`config.mk`:
```
export PLATFORM = sky130hd
export DESIGN_NAME = dual_indirect_port
export DESIGN_NICKNAME = d
export VERILOG_FILES = /design/src/rtl/dip_pkg.sv /design/src/rtl/strobe_sync.sv /design/src/rtl/cmd_half.sv /design/src/rtl/dual_indirect_port.sv
export SDC_FILE = /design/constraint.sdc
export NUM_CORES = 1
export LEC_CHECK = 0
export BUFFER_PORTS_ARGS = -buffer_cell sky130_fd_sc_hd__buf_2
export CAP_MARGIN = 30
export CORE_UTILIZATION = 34
export DETAILED_ROUTE_END_ITERATION = 8
export SLEW_MARGIN = 20
export SYNTH_ARGS = -nofsm -noshare
export SYNTH_HDL_FRONTEND = slang
export SYNTH_HIERARCHICAL = 1
export SYNTH_SLANG_ARGS = --single-unit
```
`constraint.sdc`:
```
create_clock -name clk -period 3.2 [get_ports clk]
set_input_delay 0.48 -clock clk [delete_from_list [all_inputs] [get_ports clk]]
set_output_delay 0.48 -clock clk [all_outputs]
set_load 0.05 [all_outputs]
```
`src/rtl/dip_pkg.sv`:
```
package dip_pkg;
  localparam int CODE_W = 8;

  typedef enum logic [1:0] {
    PORT_HDATA = 2'b00,
    PORT_HCMD  = 2'b01,
    PORT_DDATA = 2'b10,
    PORT_DCMD  = 2'b11
  } port_sel_e;

  // bit 7 of a code marks a write request
  function automatic logic code_is_write(input logic [CODE_W-1:0] c);
    return c[CODE_W-1];
  endfunction

  // distance of a code from the base of the register window
  function automatic logic [CODE_W-2:0] code_offset(input logic [CODE_W-1:0] c,
                                                    input logic [CODE_W-2:0] base);
    return c[CODE_W-2:0] - base;
  endfunction

  function automatic logic code_in_window(input logic [CODE_W-1:0] c,
                                          input logic [CODE_W-2:0] base,
                                          input int n);
    logic [CODE_W-2:0] off;
    off = code_offset(c, base);
    return (c[CODE_W-2:0] >= base) && (int'(off) < n);
  endfunction
endpackage

```
`src/rtl/strobe_sync.sv`:
```
module strobe_sync #(
  parameter int DATA_W = 16
) (
  input  logic              clk,
  input  logic              rst_n,
  input  logic              wr_n,
  input  logic              cs_n,
  input  logic [1:0]        addr,
  input  logic [DATA_W-1:0] din,
  output logic              commit,
  output logic [1:0]        commit_addr,
  output logic [DATA_W-1:0] commit_data
);
  logic wr_s1, wr_s2, wr_s3;
  logic cs_s1, cs_s2, held_cs;
  logic [1:0] addr_s1, addr_s2, held_addr;
  logic [DATA_W-1:0] din_s1, din_s2, held_din;

  always_ff @(posedge clk or negedge rst_n) begin
    if (!rst_n) begin
      wr_s1 <= 1'b1; wr_s2 <= 1'b1; wr_s3 <= 1'b1;
      cs_s1 <= 1'b1; cs_s2 <= 1'b1; held_cs <= 1'b1;
      addr_s1 <= '0; addr_s2 <= '0; held_addr <= '0;
      din_s1 <= '0; din_s2 <= '0; held_din <= '0;
    end else begin
      wr_s1 <= wr_n;  wr_s2 <= wr_s1;  wr_s3 <= wr_s2;
      cs_s1 <= cs_n;  cs_s2 <= cs_s1;
      addr_s1 <= addr; addr_s2 <= addr_s1;
      din_s1 <= din;  din_s2 <= din_s1;
      if (!wr_s2) begin
        held_cs   <= cs_s2;
        held_addr <= addr_s2;
        held_din  <= din_s2;
      end
    end
  end

  // deasserting edge of the synchronized strobe, qualified by the captured select
  assign commit      = wr_s2 && !wr_s3 && !held_cs;
  assign commit_addr = held_addr;
  assign commit_data = held_din;

  a_r3_single_commit: assert property (@(posedge clk) disable iff (!rst_n)
    commit |=> !commit);
endmodule

```
`src/rtl/cmd_half.sv`:
```
module cmd_half
  import dip_pkg::*;
#(
  parameter int          DATA_W   = 16,
  parameter int          NUM_REGS = 4,
  parameter logic [6:0]  REG_BASE = 7'h20
) (
  input  logic              clk,
  input  logic              rst_n,
  input  logic              cmd_we,
  input  logic              data_we,
  input  logic [DATA_W-1:0] wdata,
  output logic [DATA_W-1:0] rdata,
  output logic              reg_we
);
  localparam int IDX_W = (NUM_REGS > 1) ? $clog2(NUM_REGS) : 1;

  logic [CODE_W-1:0] cmd_q;
  logic              cmd_valid_q;
  logic              hit;
  logic [CODE_W-2:0] off;
  logic [IDX_W-1:0]  idx;
  logic [DATA_W-1:0] regs [NUM_REGS];

  always_ff @(posedge clk or negedge rst_n) begin
    if (!rst_n) begin
      cmd_q       <= '0;
      cmd_valid_q <= 1'b0;
    end else if (cmd_we) begin
      cmd_q       <= wdata[CODE_W-1:0];
      cmd_valid_q <= 1'b1;
    end
  end

  assign off    = code_offset(cmd_q, REG_BASE);
  assign idx    = off[IDX_W-1:0];
  assign hit    = cmd_valid_q && code_in_window(cmd_q, REG_BASE, NUM_REGS);
  assign reg_we = data_we && hit && code_is_write(cmd_q);
  assign rdata  = (hit && !code_is_write(cmd_q)) ? regs[idx] : '0;

  for (genvar g = 0; g < NUM_REGS; g++) begin : g_reg
    always_ff @(posedge clk or negedge rst_n) begin
      if (!rst_n)                                 regs[g] <= '0;
      else if (reg_we && idx == IDX_W'(g))        regs[g] <= wdata;
    end
  end

  // checker state
  logic [IDX_W-1:0]  chk_idx;
  logic [DATA_W-1:0] chk_data;
  always_ff @(posedge clk or negedge rst_n) begin
    if (!rst_n) begin chk_idx <= '0; chk_data <= '0; end
    else begin chk_idx <= idx; chk_data <= wdata; end
  end

  a_r4_store: assert property (@(posedge clk) disable iff (!rst_n)
    reg_we |=> regs[chk_idx] == chk_data);
  a_r3_latch: assert property (@(posedge clk) disable iff (!rst_n)
    cmd_we |=> cmd_valid_q && cmd_q == chk_data[CODE_W-1:0]);
  a_r7_needs_code: assert property (@(posedge clk) disable iff (!rst_n)
    !cmd_valid_q |-> rdata == '0);
endmodule

```
`src/rtl/dual_indirect_port.sv`:
```
module dual_indirect_port
  import dip_pkg::*;
#(
  parameter int         DATA_W   = 16,
  parameter int         NUM_REGS = 4,
  parameter logic [6:0] REG_BASE = 7'h20
) (
  input  logic              clk,
  input  logic              rst_n,
  input  logic              cs_n,
  input  logic [1:0]        addr,
  input  logic              rd_n,
  input  logic              wr_n,
  input  logic [DATA_W-1:0] din,
  output logic [DATA_W-1:0] dout
);
  localparam int HALVES = 2;

  logic              commit;
  logic [1:0]        commit_addr;
  logic [DATA_W-1:0] commit_data;
  logic [HALVES-1:0] cmd_we, data_we, reg_we;
  logic [DATA_W-1:0] half_rdata [HALVES];

  strobe_sync #(.DATA_W(DATA_W)) u_sync (
    .clk(clk), .rst_n(rst_n), .wr_n(wr_n), .cs_n(cs_n), .addr(addr), .din(din),
    .commit(commit), .commit_addr(commit_addr), .commit_data(commit_data)
  );

  for (genvar h = 0; h < HALVES; h++) begin : g_half
    localparam logic [1:0] DATA_SEL = 2'(2 * h);
    localparam logic [1:0] CMD_SEL  = 2'(2 * h + 1);
    assign cmd_we[h]  = commit && commit_addr == CMD_SEL;
    assign data_we[h] = commit && commit_addr == DATA_SEL;
    cmd_half #(.DATA_W(DATA_W), .NUM_REGS(NUM_REGS), .REG_BASE(REG_BASE)) u_half (
      .clk(clk), .rst_n(rst_n), .cmd_we(cmd_we[h]), .data_we(data_we[h]),
      .wdata(commit_data), .rdata(half_rdata[h]), .reg_we(reg_we[h])
    );
  end

  // odd addresses are command ports: they read as zero
  assign dout = (!cs_n && !rd_n && !addr[0]) ? half_rdata[addr[1]] : '0;

  a_r10_one_target: assert property (@(posedge clk) disable iff (!rst_n)
    $onehot0({cmd_we, reg_we}));
  a_r11_idle_zero: assert property (@(posedge clk) disable iff (!rst_n)
    (cs_n || rd_n) |-> dout == '0);
endmodule

```
=== Word-level counts from Yosys, hierarchy flattened ===
Index checks and enable logic that the tools add are counted.
Widths: inputs -> output; s select.

* Bits in registers: 206
* Input bits: 23
* Word-level logic and storage cells: 93

* Add/subtract/negate cells: 2
* Order comparisons: 7
* Eq/ne operators: 9
* Muxes and demuxes: 12
* Bitwise operators: 3
* Reductions and logical operators: 36

{| class="wikitable"
|+ Operator list
! kind !! number
|-
| $mux 16 || 10
|-
| $bmux 16 s2 || 2
|-
| $logic_and 1x1->1 || 26
|-
| $ge 7x6->1 const B || 2
|-
| $lt 7x3->1 const B || 2
|-
| $sub 7x6->7 const B || 2
|-
| $eq 2x2->1 const B || 6
|-
| $logic_not 1->1 || 7
|-
| $eq 2x1->1 const B || 3
|-
| $ge 3x3->1 const B || 2
|-
| $logic_not 2->1 || 3
|-
| $not 2->3 || 2
|-
| $ge 2x2->1 const B || 1
|-
| $not 1->2 || 1
|}

=== Longest topological paths before layout ===
* Depth after elaboration: 10
* Depth in mapped cells: 9
* Depth with buffers taken out: 6

=== Cells and area by module ===
Netlist, hierarchy kept.

{| class="wikitable"
|+ By module, submodules not included
! module !! times used !! cells an instance !! area each (um2)
|-
| cmd_half || 2 || 201 || 3330.7
|-
| strobe_sync || 1 || 82 || 1824.2
|-
| dual_indirect_port || 1 || 42 || 300.3
|}

=== Worst setup path before layout ===
OpenSTA, ideal clock, no wires.

* Path kind: flip-flop to output port
* Start: reg g_half[1].u_half.cmd_q[4]
* End: out dout[11]
* Data arrival time: 2.658 ns
* Data required time: 2.720 ns
* Setup slack: 0.062 ns
* Stages on the path, launching flop included: 8
* Path buffers: 2
* Cells stage by stage: dfrtp_1 > or4b_4 > buf_6 > or4b_1 > clkbuf_1 > nor2b_1 > mux2i_1 > nor2_1

{| class="wikitable"
|+ RTL lines
! element !! line !! source
|-
| start, declared || cmd_half.sv:18 || <nowiki>logic [CODE_W-1:0] cmd_q;</nowiki>
|-
| start signal, assigned || cmd_half.sv:30 || <nowiki>cmd_q <= wdata[CODE_W-1:0];</nowiki>
|-
| end, declared || dual_indirect_port.sv:15 || <nowiki>output logic [DATA_W-1:0] dout</nowiki>
|}

==> results.toml <==
[run]
drv.max_cap_violation_count = 0

[placed_design]
port-buffer-count = 38
placedCellCount = 884
place_congestion = 0.7246
post-dp-hpwl_mm = 11.25
pre_cts_ws_ns = 0.3165

[cells_and_area]
drive_above_1_share_pct = 53.46
area_growth_syn_to_layout_pct = 16.99
fin_util_pct = 40.67
antenna-diode-count = 0
nets = 603
final-instance-count-excl-fill = 923
fill_cells = 2309

[sta]
setup_slack_ns = 0.02180
final.period_utilization_pct = 99.32
tightest_slew_ns = 0.7263
achievable_frequency_mhz = 314.6
tns_ns = 0
relSlewSlack_pct = 51.58
report.final.hold_viol_count = 0
skew_ns = 0.007359
grt_setup_unrepaired = "true"
setup_viol = 0
drv_slew = 0
layout_min_cycle_time_ns = 3.178
holdWs_ns = 0.005175

[yosys]
postSynthCellCount = 524
synthesis.area_per_instance_um2 = 16.75
ys.warnings.count = 6
mappedNetlistNets = 547
syn-cell-area_um2 = 8778

[grt]
number_of_global_route_vias_before_repair = 5083
groute.layer.met1.usage_pct = 17.96
globalRouteMet3Util_pct = 2.190
gr-max-usage-layer = "met2"
grt_start_max_net_pins = 84
grt_pass1_wl_mm = 28.50
groute.usage.overall_pct = 13.96
overflow = 0
gr-usage-met2_pct = 24.20
grt_antenna_before_repair = 0

[clock_network]
post_cts_hold_buffer_count = 0
htree_num_levels = 1
clkSlewWorstSetupHoldPaths_ns = 0.06
clkLatencyLatePin_ns = 0.49
cts_buffers = 22
cts_root_buffer = "sky130_fd_sc_hd__clkbuf_16"
numClockSinks = 206
tritoncts = "yes"
cts.path.max_buffers = 3

[hold_path]
hold_path_class = "input port to asynchronous set/reset pin"

[power_and_ir_drop]
power.density_nw_per_um2 = 592.3
leakagePower_nw = 4.772
peakVddDrop_mv = 0.3773

[critical_path]
worst-setup-path-type = "flip-flop to output pin"
crit_path_end_kind = "output pin"
reg2reg_depth = 5
worst-r2r-setup-slack_ns = 0.50
critPathArrivalTime_ns = 2.70
startpoint_type_of_the_worst_setup_path = "flip-flop"
cp_data_required_time_ns = 2.72
crit_fanout = 16

[route]
detail_route.drc_violations = 0
route.detailed.vias_per_inst = 4.796
avgRoutedWirePerCell_um = 18.76
drt_wl_total_mm = 17.32
iteration_0_drc_count_of_the_detailed_router = 264
firstDrtPassIters = 6
route.vias.total = 4427
detail-route-antenna-nets = 0

[floorplanning]
dieHeight_um = 162.7
die_area_um2 = 26460
fp.dieW_um = 162.7
rows = 58
initial_standard_cell_utilization_of_the_core_pct = 34.76
core_area_um2 = 25250
num_io_pins = 39

[run_status]
outcome = "finished clean"
[flip-flops by register name, summed over array words and instances, names as in the netlist]
signal / flops
g_half.u_half/cmd_q: 16
g_half.u_half/cmd_valid_q: 2
g_half.u_half/regs: 128
u_sync/addr_s1: 2
u_sync/addr_s2: 2
u_sync/commit_addr: 2
u_sync/commit_data: 16
u_sync/cs_s1: 1
u_sync/cs_s2: 1
u_sync/din_s1: 16
u_sync/din_s2: 16
u_sync/held_cs: 1
u_sync/wr_s1: 1
u_sync/wr_s2: 1
u_sync/wr_s3: 1
[path summary, 6_finish.rpt]
kind / from / endpoint
hold reg to reg: u_sync/din_s1[15]$_DFF_PN0_ / u_sync/din_s2[15]$_DFF_PN0_
setup reg to reg: u_sync/wr_s2$_DFF_PN1_ / g_half[0].u_half/regs[58]$_DFFE_PN0P_
setup / recovery: g_half[1].u_half/cmd_q[6]$_DFFE_PN0P_ / dout[3]
min in group clk: wr_n / u_sync/wr_s1$_DFF_PN1_
hold / removal: rst_n / g_half[0].u_half/regs[60]$_DFFE_PN0P_
max in group asynchronous: rst_n / u_sync/commit_data[10]$_DFFE_PN0N_
[what timing repair did]
action                                 4_1_cts  5_1_grt
endpoints found under the hold margin        0        0
setup buffers                                2        0
pin swaps                                    3       10
gates resized for setup                     24       28
setup endpoints to repair                   16       16
[layout make-up]
| class | count | area, um2 | share of cell area [%] |
|---|---|---|---|
| timing repair buffer | 62 | 549.3 | 5.348 |
| clock inverter | 4 | 47.55 | 0.4630 |
| multi-input combinational | 286 | 3417 | 33.27 |
| clock buffer | 33 | 673.1 | 6.555 |
| tap | 330 | 412.9 | 4.020 |
| sequential | 206 | 5162 | 50.27 |
| inverter | 2 | 7.507 | 0.07310 |
[critical path, cell delays in order, from the launching register on]
cell,delay [ns]
sky130_fd_sc_hd__dfrtp_1,0.37
sky130_fd_sc_hd__or4b_4,0.54
sky130_fd_sc_hd__or4b_4,0.51
sky130_fd_sc_hd__buf_12,0.18
sky130_fd_sc_hd__nor2b_1,0.14
sky130_fd_sc_hd__mux2i_1,0.09
sky130_fd_sc_hd__nor2_1,0.19
sky130_fd_sc_hd__buf_6,0.18
[through the flow]
step	instance area (um2)	total power [mW]
after floorplan	8778	3.364
after global placement	9349	3.580
after detailed placement	9376	3.639
after CTS	10190	6.182
after global routing	10270	6.349
final	10270	6.083
[layout by cell type, fill, tap and decap left out, types with 2 or more instances in the layout]
master	n
sky130_fd_sc_hd__buf_12	4
sky130_fd_sc_hd__mux2_2	122
sky130_fd_sc_hd__nor2b_2	6
sky130_fd_sc_hd__nor4b_4	2
sky130_fd_sc_hd__nor2b_1	25
sky130_fd_sc_hd__o21ai_0	2
sky130_fd_sc_hd__clkbuf_16	23
sky130_fd_sc_hd__buf_4	19
sky130_fd_sc_hd__buf_2	21
sky130_fd_sc_hd__dfstp_2	6
sky130_fd_sc_hd__or4_4	2
sky130_fd_sc_hd__mux2_4	39
sky130_fd_sc_hd__nor4_4	2
sky130_fd_sc_hd__clkinv_2	2
sky130_fd_sc_hd__mux4_2	32
sky130_fd_sc_hd__nor3b_1	2
sky130_fd_sc_hd__mux2i_1	16
sky130_fd_sc_hd__nor3_2	2
sky130_fd_sc_hd__nor2_1	16
sky130_fd_sc_hd__dfrtp_1	200
sky130_fd_sc_hd__clkbuf_8	7
sky130_fd_sc_hd__nand4b_1	2
sky130_fd_sc_hd__buf_6	16
sky130_fd_sc_hd__or2_2	2
sky130_fd_sc_hd__nand2_1	5
sky130_fd_sc_hd__inv_1	2
sky130_fd_sc_hd__clkbuf_1	4
sky130_fd_sc_hd__or4b_4	4
[metal layers]
| metal | wire, um | share of wire (%) | up-vias |
|---|---|---|---|
| li1 | - | - | 2007 |
| met1 | 7568 | 44 | 2334 |
| met2 | 8918 | 51 | 63 |
| met3 | 526 | 3.0 | 23 |
| met4 | 305 | 1.8 | 0 |
| met5 | 0 | 0 | - |
[power by group]
group / switching (mW) / internal (mW)
Combinational: 0.291 / 0.349
Sequential: 0.201 / 2.76
Clock: 0.961 / 1.52
Total: 1.45 / 4.63
(Power assumes the default switching activity.)
